## config.mk

```make
export PLATFORM = sky130hd
export DESIGN_NAME = tmr_ch_ctrl
export DESIGN_NICKNAME = d
export VERILOG_FILES = /design/src/rtl/tmr_ch_pkg.sv /design/src/rtl/tmr_ch_cfg.sv /design/src/rtl/tmr_ch_trig.sv /design/src/rtl/tmr_ch_insel.sv /design/src/rtl/tmr_ch_ccreg.sv /design/src/rtl/tmr_ch_fsm.sv /design/src/rtl/tmr_ch_ctrl.sv
export SDC_FILE = /design/constraint.sdc
export NUM_CORES = 1
export LEC_CHECK = 0
export ABC_AREA = 1
export ABC_CLOCK_PERIOD_IN_PS = 5250
export BUFFER_PORTS_ARGS = -buffer_cell sky130_fd_sc_hd__clkbuf_2
export CAP_MARGIN = 0
export CORE_ASPECT_RATIO = 0.75
export CORE_MARGIN = 2
export CORE_UTILIZATION = 56
export CTS_CLUSTER_SIZE = 25
export DETAILED_ROUTE_END_ITERATION = 10
export PLACE_DENSITY = 0.89
export SYNTH_ARGS = -nofsm -noshare
export SYNTH_HDL_FRONTEND = slang
export SYNTH_SLANG_ARGS = --single-unit
```

## constraint.sdc

```tcl
create_clock -name clk -period 5.25 [get_ports clk]
set_clock_uncertainty 0.05 [all_clocks]
set_input_delay 1.05 -clock clk [delete_from_list [all_inputs] [get_ports clk]]
set_output_delay 1.05 -clock clk [all_outputs]
set_load 0.005 [all_outputs]
```

## src/rtl/tmr_ch_pkg.sv

```systemverilog
package tmr_ch_pkg;

    typedef enum logic [1:0] {
        SRC_OUT = 2'b00,
        SRC_OWN = 2'b01,
        SRC_NBR = 2'b10,
        SRC_ITR = 2'b11
    } ch_mode_e;

    typedef enum logic [1:0] {
        OC_FROZEN = 2'b00,
        OC_TOGGLE = 2'b01,
        OC_PWM0   = 2'b10,
        OC_PWM1   = 2'b11
    } oc_fn_e;

    typedef enum logic [2:0] {
        ST_OFF,
        ST_CMP,
        ST_FORCED,
        ST_ARMED,
        ST_CAPT
    } ch_state_e;

    typedef struct packed {
        ch_mode_e mode;
        oc_fn_e   fn;
        logic     shadow;
        logic     fast;
    } ch_cfg_t;

endpackage

```

## src/rtl/tmr_ch_cfg.sv

```systemverilog
module tmr_ch_cfg
    import tmr_ch_pkg::*;
(
    input  logic       clk,
    input  logic       rst_n,
    input  logic       ch_en,
    input  logic       cfg_we,
    input  logic [1:0] cfg_mode,
    input  logic [1:0] cfg_fn,
    input  logic       cfg_shadow,
    input  logic       cfg_fast,
    output ch_cfg_t    cfg_q
);

    always_ff @(posedge clk) begin
        if (!rst_n) begin
            cfg_q.mode   <= SRC_OUT;
            cfg_q.fn     <= OC_FROZEN;
            cfg_q.shadow <= 1'b0;
            cfg_q.fast   <= 1'b0;
        end else if (cfg_we) begin
            cfg_q.fn     <= oc_fn_e'(cfg_fn);
            cfg_q.shadow <= cfg_shadow;
            cfg_q.fast   <= cfg_fast;
            // the mode field is locked while the channel runs
            if (!ch_en) begin
                cfg_q.mode <= ch_mode_e'(cfg_mode);
            end
        end
    end

endmodule

```

## src/rtl/tmr_ch_trig.sv

```systemverilog
module tmr_ch_trig #(
    parameter int STAGES = 2
) (
    input  logic clk,
    input  logic rst_n,
    input  logic trig_in,
    output logic trig_rise
);

    localparam int SW = STAGES + 1;

    logic sq [SW];

    always_ff @(posedge clk) begin
        if (!rst_n) begin
            sq[0] <= 1'b0;
        end else begin
            sq[0] <= trig_in;
        end
    end

    for (genvar i = 1; i < SW; i++) begin : g_stage
        always_ff @(posedge clk) begin
            if (!rst_n) begin
                sq[i] <= 1'b0;
            end else begin
                sq[i] <= sq[i-1];
            end
        end
    end

    assign trig_rise = sq[SW-2] & ~sq[SW-1];

endmodule

```

## src/rtl/tmr_ch_insel.sv

```systemverilog
module tmr_ch_insel
    import tmr_ch_pkg::*;
(
    input  logic     clk,
    input  logic     rst_n,
    input  ch_mode_e mode,
    input  logic     itrig_sel,
    input  logic     cap_own,
    input  logic     cap_nbr,
    input  logic     itrig,
    output logic     cap_rise
);

    logic own_q, nbr_q, itr_q;
    logic sel_now, sel_old, sel_ok;

    always_ff @(posedge clk) begin
        if (!rst_n) begin
            own_q <= 1'b0;
            nbr_q <= 1'b0;
            itr_q <= 1'b0;
        end else begin
            own_q <= cap_own;
            nbr_q <= cap_nbr;
            itr_q <= itrig;
        end
    end

    always_comb begin
        sel_now = 1'b0;
        sel_old = 1'b0;
        sel_ok  = 1'b1;
        unique case (mode)
            SRC_OUT: sel_ok = 1'b0;
            SRC_OWN: begin sel_now = cap_own; sel_old = own_q; end
            SRC_NBR: begin sel_now = cap_nbr; sel_old = nbr_q; end
            SRC_ITR: begin sel_now = itrig;   sel_old = itr_q; sel_ok = itrig_sel; end
        endcase
    end

    assign cap_rise = sel_ok & sel_now & ~sel_old;

endmodule

```

## src/rtl/tmr_ch_ccreg.sv

```systemverilog
module tmr_ch_ccreg #(
    parameter int CNT_W = 16
) (
    input  logic             clk,
    input  logic             rst_n,
    input  logic             out_mode,
    input  logic             shadow_en,
    input  logic             upd_evt,
    input  logic             cmp_we,
    input  logic [CNT_W-1:0] cmp_wdata,
    input  logic             cap_take,
    input  logic [CNT_W-1:0] cnt_val,
    output logic [CNT_W-1:0] cc_act
);

    logic [CNT_W-1:0] cc_sh;

    always_ff @(posedge clk) begin
        if (!rst_n) begin
            cc_act <= '0;
            cc_sh  <= '0;
        end else if (cap_take) begin
            cc_act <= cnt_val;
        end else if (out_mode) begin
            if (upd_evt && shadow_en) begin
                cc_act <= cc_sh;
            end
            if (cmp_we && !shadow_en) begin
                cc_act <= cmp_wdata;
            end
            if (cmp_we) begin
                cc_sh <= cmp_wdata;
            end
        end
    end

endmodule

```

## src/rtl/tmr_ch_fsm.sv

```systemverilog
module tmr_ch_fsm
    import tmr_ch_pkg::*;
#(
    parameter int CNT_W = 16
) (
    input  logic             clk,
    input  logic             rst_n,
    input  logic             ch_en,
    input  ch_cfg_t          cfg,
    input  logic [CNT_W-1:0] cnt_val,
    input  logic [CNT_W-1:0] cc_act,
    input  logic             upd_evt,
    input  logic             trig_rise,
    input  logic             cap_rise,
    output logic             cap_take,
    output logic             ch_out,
    output logic             cap_stb
);

    ch_state_e state_q, state_d;
    logic      cnt_lt, cnt_eq, is_pwm, fast_hit;
    logic      out_d;

    assign cnt_lt   = cnt_val < cc_act;
    assign cnt_eq   = cnt_val == cc_act;
    assign is_pwm   = (cfg.fn == OC_PWM0) || (cfg.fn == OC_PWM1);
    assign fast_hit = trig_rise & cfg.fast & is_pwm;

    // state register
    always_ff @(posedge clk) begin
        if (!rst_n) begin
            state_q <= ST_OFF;
        end else begin
            state_q <= state_d;
        end
    end

    // next state
    always_comb begin
        state_d = state_q;
        unique case (state_q)
            ST_OFF: begin
                if (cfg.mode == SRC_OUT) begin
                    state_d = fast_hit ? ST_FORCED : ST_CMP;
                end else begin
                    state_d = cap_rise ? ST_CAPT : ST_ARMED;
                end
            end
            ST_CMP:    if (fast_hit) state_d = ST_FORCED;
            ST_FORCED: if (upd_evt || !cnt_lt) state_d = ST_CMP;
            ST_ARMED,
            ST_CAPT:   state_d = cap_rise ? ST_CAPT : ST_ARMED;
            default:   state_d = ST_OFF;
        endcase
        if (!ch_en) begin
            state_d = ST_OFF;
        end
    end

    assign cap_take = (state_d == ST_CAPT);

    // outputs
    always_comb begin
        out_d = ch_out;
        unique case (state_d)
            ST_OFF, ST_ARMED, ST_CAPT: out_d = 1'b0;
            ST_FORCED:                 out_d = (cfg.fn == OC_PWM1);
            ST_CMP: begin
                unique case (cfg.fn)
                    OC_FROZEN: out_d = ch_out;
                    OC_TOGGLE: out_d = cnt_eq ? ~ch_out : ch_out;
                    OC_PWM0:   out_d = cnt_lt;
                    OC_PWM1:   out_d = ~cnt_lt;
                endcase
            end
            default: out_d = 1'b0;
        endcase
    end

    always_ff @(posedge clk) begin
        if (!rst_n) begin
            ch_out  <= 1'b0;
            cap_stb <= 1'b0;
        end else begin
            ch_out  <= out_d;
            cap_stb <= cap_take;
        end
    end

endmodule

```

## src/rtl/tmr_ch_ctrl.sv

```systemverilog
module tmr_ch_ctrl
    import tmr_ch_pkg::*;
#(
    parameter int CNT_W       = 16,
    parameter int TRIG_STAGES = 2
) (
    input  logic             clk,
    input  logic             rst_n,
    input  logic             ch_en,
    input  logic [CNT_W-1:0] cnt_val,
    input  logic             upd_evt,
    input  logic             trig_in,
    input  logic             cap_own,
    input  logic             cap_nbr,
    input  logic             itrig,
    input  logic             itrig_sel,
    input  logic             cfg_we,
    input  logic [1:0]       cfg_mode,
    input  logic [1:0]       cfg_fn,
    input  logic             cfg_shadow,
    input  logic             cfg_fast,
    input  logic             cmp_we,
    input  logic [CNT_W-1:0] cmp_wdata,
    output logic             ch_out,
    output logic             cap_stb,
    output logic [CNT_W-1:0] cc_val
);

    ch_cfg_t    cfg_q;
    logic [1:0] mode_q;
    logic       shadow_q;
    logic       trig_rise, cap_rise, cap_take;

    assign mode_q   = cfg_q.mode;
    assign shadow_q = cfg_q.shadow;

    tmr_ch_cfg u_cfg (
        .clk       (clk),
        .rst_n     (rst_n),
        .ch_en     (ch_en),
        .cfg_we    (cfg_we),
        .cfg_mode  (cfg_mode),
        .cfg_fn    (cfg_fn),
        .cfg_shadow(cfg_shadow),
        .cfg_fast  (cfg_fast),
        .cfg_q     (cfg_q)
    );

    tmr_ch_trig #(.STAGES(TRIG_STAGES)) u_trig (
        .clk      (clk),
        .rst_n    (rst_n),
        .trig_in  (trig_in),
        .trig_rise(trig_rise)
    );

    tmr_ch_insel u_insel (
        .clk      (clk),
        .rst_n    (rst_n),
        .mode     (cfg_q.mode),
        .itrig_sel(itrig_sel),
        .cap_own  (cap_own),
        .cap_nbr  (cap_nbr),
        .itrig    (itrig),
        .cap_rise (cap_rise)
    );

    tmr_ch_ccreg #(.CNT_W(CNT_W)) u_cc (
        .clk      (clk),
        .rst_n    (rst_n),
        .out_mode (cfg_q.mode == SRC_OUT),
        .shadow_en(cfg_q.shadow),
        .upd_evt  (upd_evt),
        .cmp_we   (cmp_we),
        .cmp_wdata(cmp_wdata),
        .cap_take (cap_take),
        .cnt_val  (cnt_val),
        .cc_act   (cc_val)
    );

    tmr_ch_fsm #(.CNT_W(CNT_W)) u_fsm (
        .clk      (clk),
        .rst_n    (rst_n),
        .ch_en    (ch_en),
        .cfg      (cfg_q),
        .cnt_val  (cnt_val),
        .cc_act   (cc_val),
        .upd_evt  (upd_evt),
        .trig_rise(trig_rise),
        .cap_rise (cap_rise),
        .cap_take (cap_take),
        .ch_out   (ch_out),
        .cap_stb  (cap_stb)
    );

endmodule

```

# Word-level counts from Yosys, hierarchy flattened
# Memories as Yosys holds them, arrays and structs flattened.
# Cells that the tools add are included.
totals:
  regBits: 46
  mem_bits_rw: 3
  in_bits: 49
  output_inout_bits: 18
  word_cells: 82
  n_memories: 1
mem_list:
  columns: ["name", "words", "word_bits", "read_ports", "rd_ports_with_merged_regs", "wr", "line_no", "rtl"]
  rows:
  - ["u_trig.sq", 3, 1, 3, 0, 3, "tmr_ch_trig.sv:12", "logic sq [SW];"]
op_classes:
  magnitude_cmp: 1
  eq_ne: 16
  muxes: 22
  bitwise: 14
  reduce_logical: 16
ops:
  columns: ["op", "n"]
  rows:
  - ["$mux W16", 4]
  - ["$eq A16 B16 Y1", 1]
  - ["$lt A16 B16 Y1", 1]
  - ["$mux W3", 5]
  - ["$pmux W3 S4", 1]
  - ["$eq A3 B2 Y1 const B", 3]
  - ["$pmux W1 S3", 3]
  - ["$eq A2 B2 Y1 const B", 4]
  - ["$eq A3 B1 Y1 const B", 2]
  - ["$eq A3 B3 Y1 const B", 2]
  - ["$mux W1", 6]
  - ["$not A1 Y1", 6]
  - ["$reduce_and A2 Y1", 3]
  - ["$and A1 B1 Y1", 5]
  - ["$eq A2 B1 Y1 const B", 2]
  - ["$logic_not A2 Y1", 2]
  - ["$pmux W1 S2", 2]
  - ["$logic_not A3 Y1", 1]
  - ["$ne A3 B2 Y1 const B", 1]
  - ["$or A1 B1 Y1", 3]
  - ["$reduce_and A3 Y1", 1]
  - ["$reduce_bool A3 Y1", 1]
  - ["$logic_and A1 B1 Y1", 2]
  - ["$logic_not A1 Y1", 2]
  - ["5 further kinds", 6]

# Logic depth before layout (Yosys ltp)
# Gate-level depths: netlist of the first run.
# An unclocked memory read counts as a cell.
depth:
  depth_word: 12
  mapped_depth: 17
  depth_no_buf: 17

# By module
# A second synthesis of the first run with hierarchy kept.
hier_totals:
  hier_cells: 493
  area_unflattened_um2: 3071.7
by_module_without_submodules:
  columns: ["mod", "n_inst", "cells_each", "area_per_inst_um2", "seq_area_each_um2"]
  rows:
  - ["tmr_ch_ccreg", 1, 298, 1801.7, 640.6]
  - ["tmr_ch_fsm", 1, 129, 808.3, 100.1]
  - ["tmr_ch_cfg", 1, 31, 224.0, 120.1]
  - ["tmr_ch_insel", 1, 23, 141.4, 60.1]
  - ["tmr_ch_trig", 1, 11, 92.6, 60.1]
  - ["tmr_ch_ctrl", 1, 1, 3.8, 0.0]

# Worst setup path after synthesis of the first run
# No wires, ideal clock.
synth_path:
  path_kind: "input to register"
  start: "in cnt_val[11]"
  end: "reg u_fsm.ch_out"
  setup_time_ns: 0.070
  t_arrival_ns: 2.259
  t_required_ns: 5.130
  path_slack_ns: 2.871
  stages: 9
  path_buffers: 0
  cell_sequence: "ha_1 > a21oi_1 > nand2_1 > a21oi_2 > nand3_1 > nand2_1 > nand3_1 > or2_0 > a21oi_1"
synth_via:
  elab_chain_len: 9
  elab_cells_between_ends: 15
  cone_classes: "order compare (1); eq/ne (5); mux (5); bitwise (1); reduce/logical (3)"
synth_lines:
  columns: ["item", "line_no", "rtl"]
  rows:
  - ["from (decl)", "tmr_ch_ctrl.sv:10", "input logic [CNT_W-1:0] cnt_val,"]
  - ["$lt A16 B16 Y1", "tmr_ch_fsm.sv:24", "assign cnt_lt = cnt_val < cc_act;"]
  - ["$logic_not A1 Y1", "tmr_ch_fsm.sv:50", "ST_FORCED: if (upd_evt || !cnt_lt) state_d = ST_CMP;"]
  - ["$logic_or A1 B1 Y1", "tmr_ch_fsm.sv:50", null]
  - ["$mux W3", "tmr_ch_fsm.sv:50", null]
  - ["$pmux W3 S4", "tmr_ch_fsm.sv:41", "unique case (state_q)"]
  - ["$mux W3", "tmr_ch_fsm.sv:55", "if (!ch_en) begin"]
  - ["$eq A3 B1 Y1", "tmr_ch_fsm.sv:65", "unique case (state_d)"]
  - ["$ne A3 B2 Y1 (no line) / $ne A2 B2 Y1 (equally long branches)", null, null]
  - ["$reduce_and A2 Y1 (no line)", null, null]
  - ["to (signal assigned)", "tmr_ch_fsm.sv:85", "ch_out <= out_d;"]
  - ["to (decl)", "tmr_ch_fsm.sv:16", "output logic ch_out,"]
# Several ways; a longest one is shown, not always the timed one.
# A chain may end at the register's enable or synchronous reset.

# Worst setup path in the final report of the first run
layout_path:
  start: "in cmp_we"
  end: "reg u_cc.cc_act[4]"
layout_via:
  elab_chain_len: 4
  elab_cells_between_ends: 6
  cone_classes: "mux (3); reduce/logical (3)"
layout_lines:
  columns: ["item", "line_no", "rtl"]
  rows:
  - ["from (decl)", "tmr_ch_ctrl.sv:22", "input logic cmp_we,"]
  - ["$logic_and A1 B1 Y1 *", "tmr_ch_ccreg.sv:28", "if (cmp_we && !shadow_en) begin"]
  - ["$mux W16", "tmr_ch_ccreg.sv:28", null]
  - ["$mux W16", "tmr_ch_ccreg.sv:24", "end else if (out_mode) begin"]
  - ["$mux W16", "tmr_ch_ccreg.sv:22", "end else if (cap_take) begin"]
  - ["to (signal assigned)", "tmr_ch_ccreg.sv:23", "cc_act <= cnt_val;"]
  - ["to (signal assigned)", "tmr_ch_ccreg.sv:26", "cc_act <= cc_sh;"]
  - ["to (signal assigned)", "tmr_ch_ccreg.sv:29", "cc_act <= cmp_wdata;"]
  - ["to (decl)", "tmr_ch_ccreg.sv:13", "output logic [CNT_W-1:0] cc_act"]
# Mark *: on every way between the ends. The rest lies on a longest branch, timed or not. The select of a mux whose other input is x is not followed.

==> run_results.csv, run 1 <==
group,metric,value,unit
timing,fmax,0.350,GHz
clock_network,cts.reportedPaths.clkPinSlew,0.09,ns
floorplanning,start_util,57.4,%
logic_synthesis,ys_types,30,
finish,nets,512,
clock_network,cts_tree,"built",
setup_path,crit_required,5.45,ns
global_routing,grt-ovfl-total,0,
logic_synthesis,syn_area,0.00278,mm2
setup_path,crit_type,"primary input to flip-flop",
clock_network,cts-root-buf,"clkbuf_8",
routing,vias_per_cell,5.37,
global_routing,grt_max_degree,43,
timing,fin_tns_setup,0,ns
power,power.leakage,0.00155,uW
clock_network,ctsResizeCount,0,
routing,routedWlPerCell,13.3,um
timing,fin_crit_sh,54.4,%
placement,io_buffers,66,
logic_synthesis,synth_cells,388,
timing,slew_headroom,50.9,%
routing,drtAntennaViolNets,0,
clock_network,numCtsBuffers,5,
timing,setup_ws,2.40,ns
setup_path,end_kind,"flip-flop",
global_routing,grt_pass1_wl,11200,um
finish,drive_gt1_share,27.9,%
timing,setup_viol,0,
floorplanning,rows,22,
timing,hold_violations,0,
routing,first_pass_iters,7,
run_status,status,"completed",
placement,place_worst_setup_slack,2.15,ns
timing,fin_crit,2.85,ns
logic_synthesis,seq_area_frac_synth,35.3,%
setup_path,slowest_stage,"nor2_2",
routing,dr_total_vias,2729,
setup_path,start_kind,"primary input",
global_routing,antenna_found_initial,0,
setup_path,arrival,3.05,ns
finish,num_antenna_cells,0,
timing,final_max_slew_viol_count,0,
power,vdd_ir_drop_max,0.000172,V
clock_network,clock_sinks,49,
routing,drt-initial-drc-count,211,
timing,whs,0.371,ns
finish,areaGrowthSynthToFinish,14.6,%
logic_synthesis,avgSynthCellArea,7.16,um2
worst_hold_path,hold_path.class,"flip-flop to flip-flop",
routing,drc,0,
finish,stdcell_count,508,
global_routing,grt_pass1_vias,2466,
power,power.density,278,mW/mm2
clock_network,cts_hold_buf,0,
placement,dp.cells,500,
placement,place.gp.congestion,0.833,
setup_path,cp_cell_sequence,"clkbuf_2 -> inv_1 -> nor2_2 -> inv_2 -> a21oi_2 -> nor2_4 -> inv_2 -> o21ai_0 -> a21oi_2",
timing,worst_pin_slew,0.736,ns
timing,rsz0062_at_grt,"false",
setup_path,crit_path_max_incr_delay,0.43,ns
global_routing,grt_usage,25.4,%
job,drv_cap,0,
routing,wirelength,6780,um
clock_network,clk_latency,0.31,ns
logic_synthesis,syn-num-nets,453,
floorplanning,die_w,85.3,um
finish,filler_cell_count,425,
placement,hpwl,5100,um
floorplanning,core,0.00484,mm2
floorplanning,die_h,65.0,um
clock_network,cts_max_level,2,
setup_path,critPathMaxFanout,26,
finish,final_util,65.7,%
logic_synthesis,synth_warnings,0,
clock_network,post_cts_buffers,0,
floorplanning,ios,67,
logic_synthesis,synth-seq-cells,49,
clock_network,clockBufferDepth,2,
floorplanning,die_area,0.00555,mm2
[area by class of cell]
type	instances	area [um2]	share of cell area [%]
clock buffer	6	72.6	2.28
clock inverter	2	10.0	0.314
inverter	54	203	6.37
multi-input combinational	270	1510	47.3
sequential	49	981	30.8
tap	60	75.1	2.36
timing repair buffer	67	338	10.6
[worst paths after layout]
kind	cells after the start	slack [ns]	endpoint	startpoint
worst max register to register	7	2.91	u_cc.cc_act[4]	u_cfg.cfg_q[1]
worst min-delay path	2	0.37	u_trig.sq[1]	u_trig.sq[0]
worst min register to register	2	0.37	u_trig.sq[1]	u_trig.sq[0]
worst max-delay path	9	2.40	u_cc.cc_act[4]	cmp_we
[per-layer routing]
layer,share of wire (%),global-route usage [%],wire (um)
met5,0,0,0
met4,1.4,7.74,98
met3,8.2,5.99,553
met2,46,40.9,3090
met1,45,34.0,3040
[cells in the mapped netlist]
cell,count,share of area (%)
nor2_1,72,9.7
dfxtp_1,49,35
nand2_1,47,6.3
inv_1,46,6.2
o21ai_0,35,6.3
a21oi_1,21,3.8
o21ai_2,21,6.6
ha_1,16,7.2
a21oi_2,13,4.1
o21ai_1,13,2.3
nand3_1,12,2.2
clkbuf_1,7,0.95
inv_2,7,0.95
nor2_2,5,1.1
buf_6,3,1.2
nand4_1,3,0.68
nor3_1,3,0.54
buf_2,2,0.36
buf_4,2,0.54
a21o_1,1,0.27
clkbuf_2,1,0.18
clkinv_1,1,0.13
nand2_2,1,0.23
nand3_2,1,0.36
nand3_4,1,0.63
nor2_4,1,0.41
nor3_4,1,0.59
nor3b_1,1,0.27
o211ai_1,1,0.27
or2_0,1,0.23
[power by group]
part           internal, uW  switching [uW]  total, uW
combinational          92.9             145        238
sequential              405            23.7        429
clock                  92.6             127        219
[kinds of logic after synthesis]
kind of cell,share of synthesized area (%)
and+or+nand+nor,23.3
AOI/OAI and AO/OA,23.7
buffers and inverters,10.5
DFF,35.3
adders and majority gates,7.20
[sequential cells by signal (all words and copies together), names as in the netlist]
| register | cells |
|---|---|
| u_trig.sq | 3 |
| u_insel.nbr_q | 1 |
| u_fsm.cap_stb | 1 |
| u_insel.itr_q | 1 |
| u_cc.cc_act | 16 |
| u_cc.cc_sh | 16 |
| u_fsm.ch_out | 1 |
| u_insel.own_q | 1 |
| u_cfg.cfg_q | 6 |
| u_fsm.state_q | 3 |
[cells in the final DEF (no fill, tap or decap), types with 13 or more instances in the layout]
cell type,synthesis,final
nand2_1,47,47
o21ai_2,21,21
a21oi_2,13,13
nor2_1,72,72
dfxtp_1,49,49
ha_1,16,16
o21ai_0,35,35
clkbuf_2,1,66
a21oi_1,21,21
inv_1,46,46
o21ai_1,13,13
[through the flow]
stage	total power, uW	instance area (um2)
finish	885	3180
floorplan	597	2780
global route	933	3180
CTS	883	3180
global placement	658	3100
detailed placement	670	3100
[critical path: cells and delay by family]
kind            cells  cell delay (ns)
simple gates        2             0.52
compound gates      3             0.67
buf+inv             4             0.79
Note: power is estimated with default switching activity, not from simulation.
==> run 2: changes to the inputs <==
ABC_CLOCK_PERIOD_IN_PS = 2400   (was 5250)
CORE_UTILIZATION = 48   (was 56)
PLACE_DENSITY = 0.82   (was 0.89)
clock period = 2.4 ns   (was 5.25 ns; I/O delays follow)
==> run 2 against run 1 <==
- count of clock-buffer cells in the layout is 1 lower
- first-iteration DRC count is 7.1% lower
- register-to-register slack worse by 2.5 ns
- via count is 0.70% higher
- power is 130% higher
- final cell count is 3.7% higher
- worst hold slack worse by 0.050 ns
- critical path type is now flip-flop to flip-flop
- largest power group unchanged
==> run_results.csv, run 2 (synthesis gave the netlist of run 1 again) <==
group,metric,value,unit
floorplanning,start_util,50.8,%
timing,whs,0.321,ns
routing,routedWlPerCell,13.0,um
clock_network,cts_hold_buf,0,
routing,vias_per_cell,5.21,
routing,dr_total_vias,2748,
setup_path,slowest_stage,"dfxtp_1",
timing,hold_violations,0,
finish,filler_cell_count,510,
worst_hold_path,whs_path_depth,3,
placement,io_buffers,66,
global_routing,grt_usage,21.8,%
clock_network,numCtsBuffers,5,
clock_network,cts-root-buf,"clkbuf_8",
run_status,status,"completed",
setup_path,critPathBufInv,1,
finish,reg_top3,"u_cc.cc_act: 16 flops, u_cc.cc_sh: 16 flops, u_cfg.cfg_q: 6 flops",
timing,setup_viol,0,
timing,fin_crit_sh,83.9,%
finish,stdcell_count,527,
routing,wirelength,6870,um
floorplanning,ios,67,
clock_network,post_cts_buffers,0,
setup_path,end_kind,"flip-flop",
floorplanning,core,0.00547,mm2
routing,drt-initial-drc-count,196,
timing,fmax,0.497,GHz
finish,areaGrowthSynthToFinish,17.4,%
power,power.leakage,0.00158,uW
global_routing,grt_max_degree,28,
floorplanning,die_h,69.9,um
global_routing,antenna_found_initial,0,
setup_path,arrival,2.19,ns
setup_path,critPathMaxFanout,4,
timing,final_max_slew_viol_count,0,
floorplanning,rows,23,
floorplanning,die_w,91.9,um
global_routing,grt_pass1_vias,2510,
setup_path,start_kind,"flip-flop",
timing,rsz0062_at_grt,"false",
timing,fin_tns_setup,0,ns
power,power.density,624,mW/mm2
clock_network,cts_tree,"built",
floorplanning,die_area,0.00642,mm2
clock_network,ctsResizeCount,0,
setup_path,worstRegToRegCells,10,
finish,drive_gt1_share,28.8,%
placement,hpwl,5250,um
power,vdd_ir_drop_max,0.000327,V
timing,fin_crit,2.01,ns
clock_network,cts.reportedPaths.clkPinSlew,0.09,ns
finish,nets,517,
global_routing,grt-ovfl-total,0,
finish,mostFrequentLayoutCells,"nor2_1, clkbuf_2, dfxtp_1",
timing,slew_headroom,65.2,%
clock_network,clock_sinks,49,
timing,worst_pin_slew,0.522,ns
clock_network,clockBufferDepth,2,
finish,final_common_cell,"nor2_1",
setup_path,crit_required,2.58,ns
placement,place_worst_setup_slack,0.287,ns
finish,num_antenna_cells,0,
setup_path,crit_path_max_incr_delay,0.37,ns
routing,first_pass_iters,5,
finish,multi_input_area,0.00151,mm2
routing,drc,0,
job,drv_cap,0,
setup_path,crit_type,"flip-flop to flip-flop",
routing,drtAntennaViolNets,0,
timing,setup_ws,0.387,ns
placement,dp.cells,520,
finish,area.sequential,981,um2
clock_network,cts_max_level,2,
clock_network,clk_latency,0.30,ns
global_routing,grt_pass1_wl,11500,um
worst_hold_path,hold_path.class,"primary input to flip-flop",
placement,place.gp.congestion,0.925,
setup_path,path_delay_family,"simple AND/OR/NAND/NOR gates",
setup_path,path_depth,10,
setup_path,cp_cell_sequence,"inv_1 -> ha_1 -> nand4_1 -> nor3_1 -> nand2_1 -> nand3_1 -> nand2_1 -> a21oi_1 -> nand3_1 -> a21oi_1",
[run 2: cell types whose count changed in the layout (fill, tap and decap cells not counted), sizes merged]
cell	delta
clkbuf	-1
clkinv	-1
bufinv	+1
buf	+5
[run 2: layer usage]
layer / part of all wire [%] / wire length [um] / vias up / GRT usage (%)
li1: - / - / 1381 / -
met4: 1.1 / 75 / 0 / 4.98
met1: 47 / 3240 / 1245 / 31.3
met2: 45 / 3070 / 110 / 34.2
met5: 0 / 0 / - / 0
met3: 7.1 / 487 / 12 / 4.21
[run 2: where the power goes]
group / switching (uW) / internal (uW)
combinational: 320 / 210
clock: 268 / 303
sequential: 47.9 / 886
total: 636 / 1400
[run 2: area by class of cell]
| type | count | share of cell area, % |
|---|---|---|
| Tap cell | 75 | 2.88 |
| Clock buffer | 5 | 2.11 |
| Clock inverter | 2 | 1.07 |
| Inverter | 54 | 6.21 |
| Timing Repair Buffer | 72 | 11.5 |
| Multi-Input combinational cell | 270 | 46.1 |
| Sequential cell | 49 | 30.1 |
[run 2: worst paths after layout]
path	startpoint	to	slack [ns]
worst max-delay path	u_cc.cc_act[11]	u_fsm.ch_out	0.39
worst min-delay path	trig_in	u_trig.sq[0]	0.32
worst max register to register	u_cc.cc_act[11]	u_fsm.ch_out	0.39
worst min register to register	u_trig.sq[0]	u_trig.sq[1]	0.37
[run 2: tightest hold or removal path, delay by kind of cell]
kind	cells	cell delay (ns)
buffers and inverters	2	0.12
AND/OR/NAND/NOR	1	0.04
[run 2: per-stage QoR]
stage / cell area, um2 / utilization, % / total power [uW]
floorplan: 2780 / - / 1310
global placement: 3160 / 57.8 / 1450
detailed placement: 3160 / 57.8 / 1470
CTS: 3260 / 59.7 / 2040
global route: 3260 / 59.7 / 2160
finish: 3260 / 59.7 / 2040
==> run 3: changes to the inputs <==
ABC_AREA = 0   (was 1)
ABC_CLOCK_PERIOD_IN_PS = 1800   (was 2400)
clock period = 1.8 ns   (was 2.4 ns; I/O delays follow)
==> run 3 against run 2 <==
- the flow now finishes with violations (negative setup slack)
- sequential power rose by 28%
- die area is 6.4% lower
- non-clock buffer count rose by 31
- power rose by 28%
- wire length is 0.96% lower
- first-iteration DRC count shrank 26%
- flip-flop and latch count unchanged
- setup slack worse by 0.85 ns
- global-route usage up 1.4 points
==> run_results.csv, run 3 <==
group,metric,value,unit
setup_path,start_kind,"flip-flop",
power,vdd_ir_drop_max,0.000361,V
routing,drt-initial-drc-count,146,
logic_synthesis,syn_area,0.00259,mm2
global_routing,grt_max_degree,38,
logic_synthesis,synth_area_leaders,"dfxtp_1, mux2i_1, nand2_1, ha_1, a21oi_1",
worst_hold_path,hold_path.class,"primary input to flip-flop",
power,internal_power,1870,uW
logic_synthesis,synth_xor_area_share,0.338,%
logic_synthesis,muxShareOfSynthArea,15.1,%
finish,num_antenna_cells,0,
setup_path,worst-r2r-setup-slack,-0.47,ns
global_routing,grt-ovfl-total,0,
clock_network,clk_latency,0.31,ns
finish,mostFrequentLayoutCells,"clkbuf_2, nand2_1, dfxtp_1",
clock_network,cts_max_level,2,
run_status,status,"finished with violations",
floorplanning,die_area,0.00601,mm2
finish,nets,475,
global_routing,grt_pass1_vias,2342,
logic_synthesis,synth.largest_area_cell,"dfxtp_1",
routing,vias_per_cell,5.19,
clock_network,cts-root-buf,"clkbuf_8",
global_routing,grtUsageMet3,3.42,%
routing,dr_total_vias,2521,
clock_network,cts.reportedPaths.clkPinSlew,0.10,ns
timing,setup_viol,3,
power,power.density,742,mW/mm2
logic_synthesis,synth.most_common_cell,"nand2_1",
clock_network,clockBufferDepth,2,
timing,fmax,0.441,GHz
clock_network,numCtsBuffers,5,
logic_synthesis,synthAdderAreaFrac,7.73,%
finish,filler_cell_count,423,
timing,final_max_slew_viol_count,0,
setup_path,critPathMaxFanout,3,
power,swShare,28.4,%
floorplanning,die_h,67.6,um
logic_synthesis,synth_warnings,0,
timing,slew_headroom,66.5,%
setup_path,crit_type,"flip-flop to flip-flop",
logic_synthesis,synth_async_sr_flop_share,0,%
power,power_frac_comb,22.8,%
setup_path,crit_required,1.98,ns
timing,fin_tns_setup,-1.05,ns
worst_hold_path,min_to,"u_trig.sq[0]",
power,power,2600,uW
logic_synthesis,synth_top_family_by_area,"simple AND/OR/NAND/NOR gates",
floorplanning,rows,23,
logic_synthesis,synth_cells,314,
timing,rsz0062_at_grt,"true",
setup_path,arrival,2.44,ns
timing,hold_violations,0,
global_routing,antenna_found_initial,0,
logic_synthesis,avgSynthCellArea,8.25,um2
worst_hold_path,hp-start,"trig_in",
timing,fin_crit_sh,126,%
global_routing,grtUsageMet2,38.4,%
setup_path,end_kind,"flip-flop",
floorplanning,start_util,49.2,%
finish,final_common_cell,"clkbuf_2",
logic_synthesis,yosys-top-cells-count,"nand2_1, dfxtp_1, mux2i_1",
clock_network,clock_sinks,49,
finish,reg_top3,"u_cc.cc_act: 16 flops, u_cc.cc_sh: 16 flops, u_cfg.cfg_q: 6 flops",
timing,setup_ws,-0.467,ns
placement,io_buffers,66,
global_routing,busiest_layer,"met2",
logic_synthesis,synth_edf_count,0,
power,clock_power_share,31.6,%
logic_synthesis,synth-seq-cells,49,
placement,place.gp.congestion,0.897,
clock_network,cts_tree,"built",
finish,final_util,66.6,%
worst_hold_path,whs_path_depth,2,
setup_path,r2r_end,"u_fsm.ch_out",
logic_synthesis,ys_types,41,
global_routing,grt_usage,23.2,%
routing,drtAntennaViolNets,0,
finish,drive_gt1_share,32.6,%
floorplanning,core,0.00527,mm2
global_routing,grt_pass1_wl,10700,um
logic_synthesis,synth-simple-area-share,22.1,%
setup_path,r2r-start,"u_cc.cc_act[10]",
logic_synthesis,syn-num-nets,379,
timing,fin_crit,2.27,ns
timing,worst_pin_slew,0.502,ns
power,p_sw,739,uW
floorplanning,ios,67,
logic_synthesis,synth_compound_gate_area_share,12.2,%
logic_synthesis,synth_top_area_share,37.9,%
logic_synthesis,ys.flop_type,"dfxtp_1",
global_routing,gr-usage-met1,31.5,%
logic_synthesis,seq_area_frac_synth,37.9,%
finish,areaGrowthSynthToFinish,35.4,%
routing,drc,0,
power,seq_power_share,45.6,%
placement,hpwl,5090,um
routing,routedWlPerCell,14.0,um
power,power.leakage,0.00169,uW
job,drv_cap,0,
routing,wirelength,6800,um
setup_path,worstRegToRegCells,8,
run_status,violations,"negative setup slack",
routing,first_pass_iters,4,
floorplanning,die_w,88.8,um
[run 3: power groups by stage]
| stage | clock, uW | combinational, uW | sequential [uW] |
|---|---|---|---|
| 2_1_floorplan | 0 | 307 | 1210 |
| 3_3_place_gp | 0 | 550 | 1210 |
| 3_5_place_dp | 0 | 570 | 1210 |
| 4_1_cts | 839 | 587 | 1190 |
| 5_1_grt | 873 | 659 | 1200 |
| 6_report | 822 | 595 | 1190 |
[run 3: repair_timing]
| action | CTS | global route |
|---|---|---|
| endpoints found under the setup margin | 3 | 18 |
| buffers inserted | 2 | 1 |
| pin swaps | 4 | 1 |
| hold buffers | 0 | 0 |
| gates resized for setup | 6 | 1 |
[run 3: layout make-up]
cell class	instances	area (um2)	share of cell area [%]
clock buffer	5	68.8	1.96
clock inverter	3	47.5	1.35
inverter	18	67.6	1.93
multi-input combinational	233	1580	44.9
sequential	49	986	28.1
tap	75	93.8	2.67
timing repair buffer	103	671	19.1
[run 3: worst max path at each step]
stage,cells past startpoint,startpoint,end
3_3_place_gp,8,cnt_val[9],u_fsm.ch_out
3_5_place_dp,8,cnt_val[9],u_fsm.ch_out
2_1_floorplan,8,u_cc.cc_act[9],u_fsm.ch_out
5_1_grt,8,u_cc.cc_act[8],u_fsm.ch_out
4_1_cts,8,u_cc.cc_act[10],u_fsm.ch_out
6_report,8,u_cc.cc_act[10],u_fsm.ch_out
[run 3: worst max-delay path, cell delays in order (launching register included)]
cell     delay [ns]
dfxtp_2        0.35
inv_2          0.04
ha_4           0.25
nand4_1        0.11
or4_4          0.59
a21oi_4        0.17
o41ai_2        0.10
a221o_1        0.35
o31ai_2        0.17
[run 3: cell families after synthesis]
| kind of cell | count (synthesis) |
|---|---|
| muxes | 39 |
| adders and majority gates | 16 |
| AOI/OAI and AO/OA | 55 |
| and+or+nand+nor | 122 |
| xor gates and xnor gates | 1 |
| buffers and inverters | 32 |
| DFF | 49 |
[run 3: stage by stage]
stage                     setup slack, ns  hold WS (ns)  instance area (um2)  std cells
after floorplan                    -0.337         0.362                 2640        314
after global placement             -0.489         0.367                 3330        475
after detailed placement           -0.540         0.374                 3330        475
after CTS                          -0.450         0.192                 3500        485
after global routing               -0.550         0.195                 3510        486
final                              -0.467         0.194                 3510        486
[run 3: routing by layer]
metal	share of wire, %	vias to the layer above
met3	4.7	10
li1	-	1264
met5	0	-
met2	48	68
met1	46	1179
met4	1.4	0
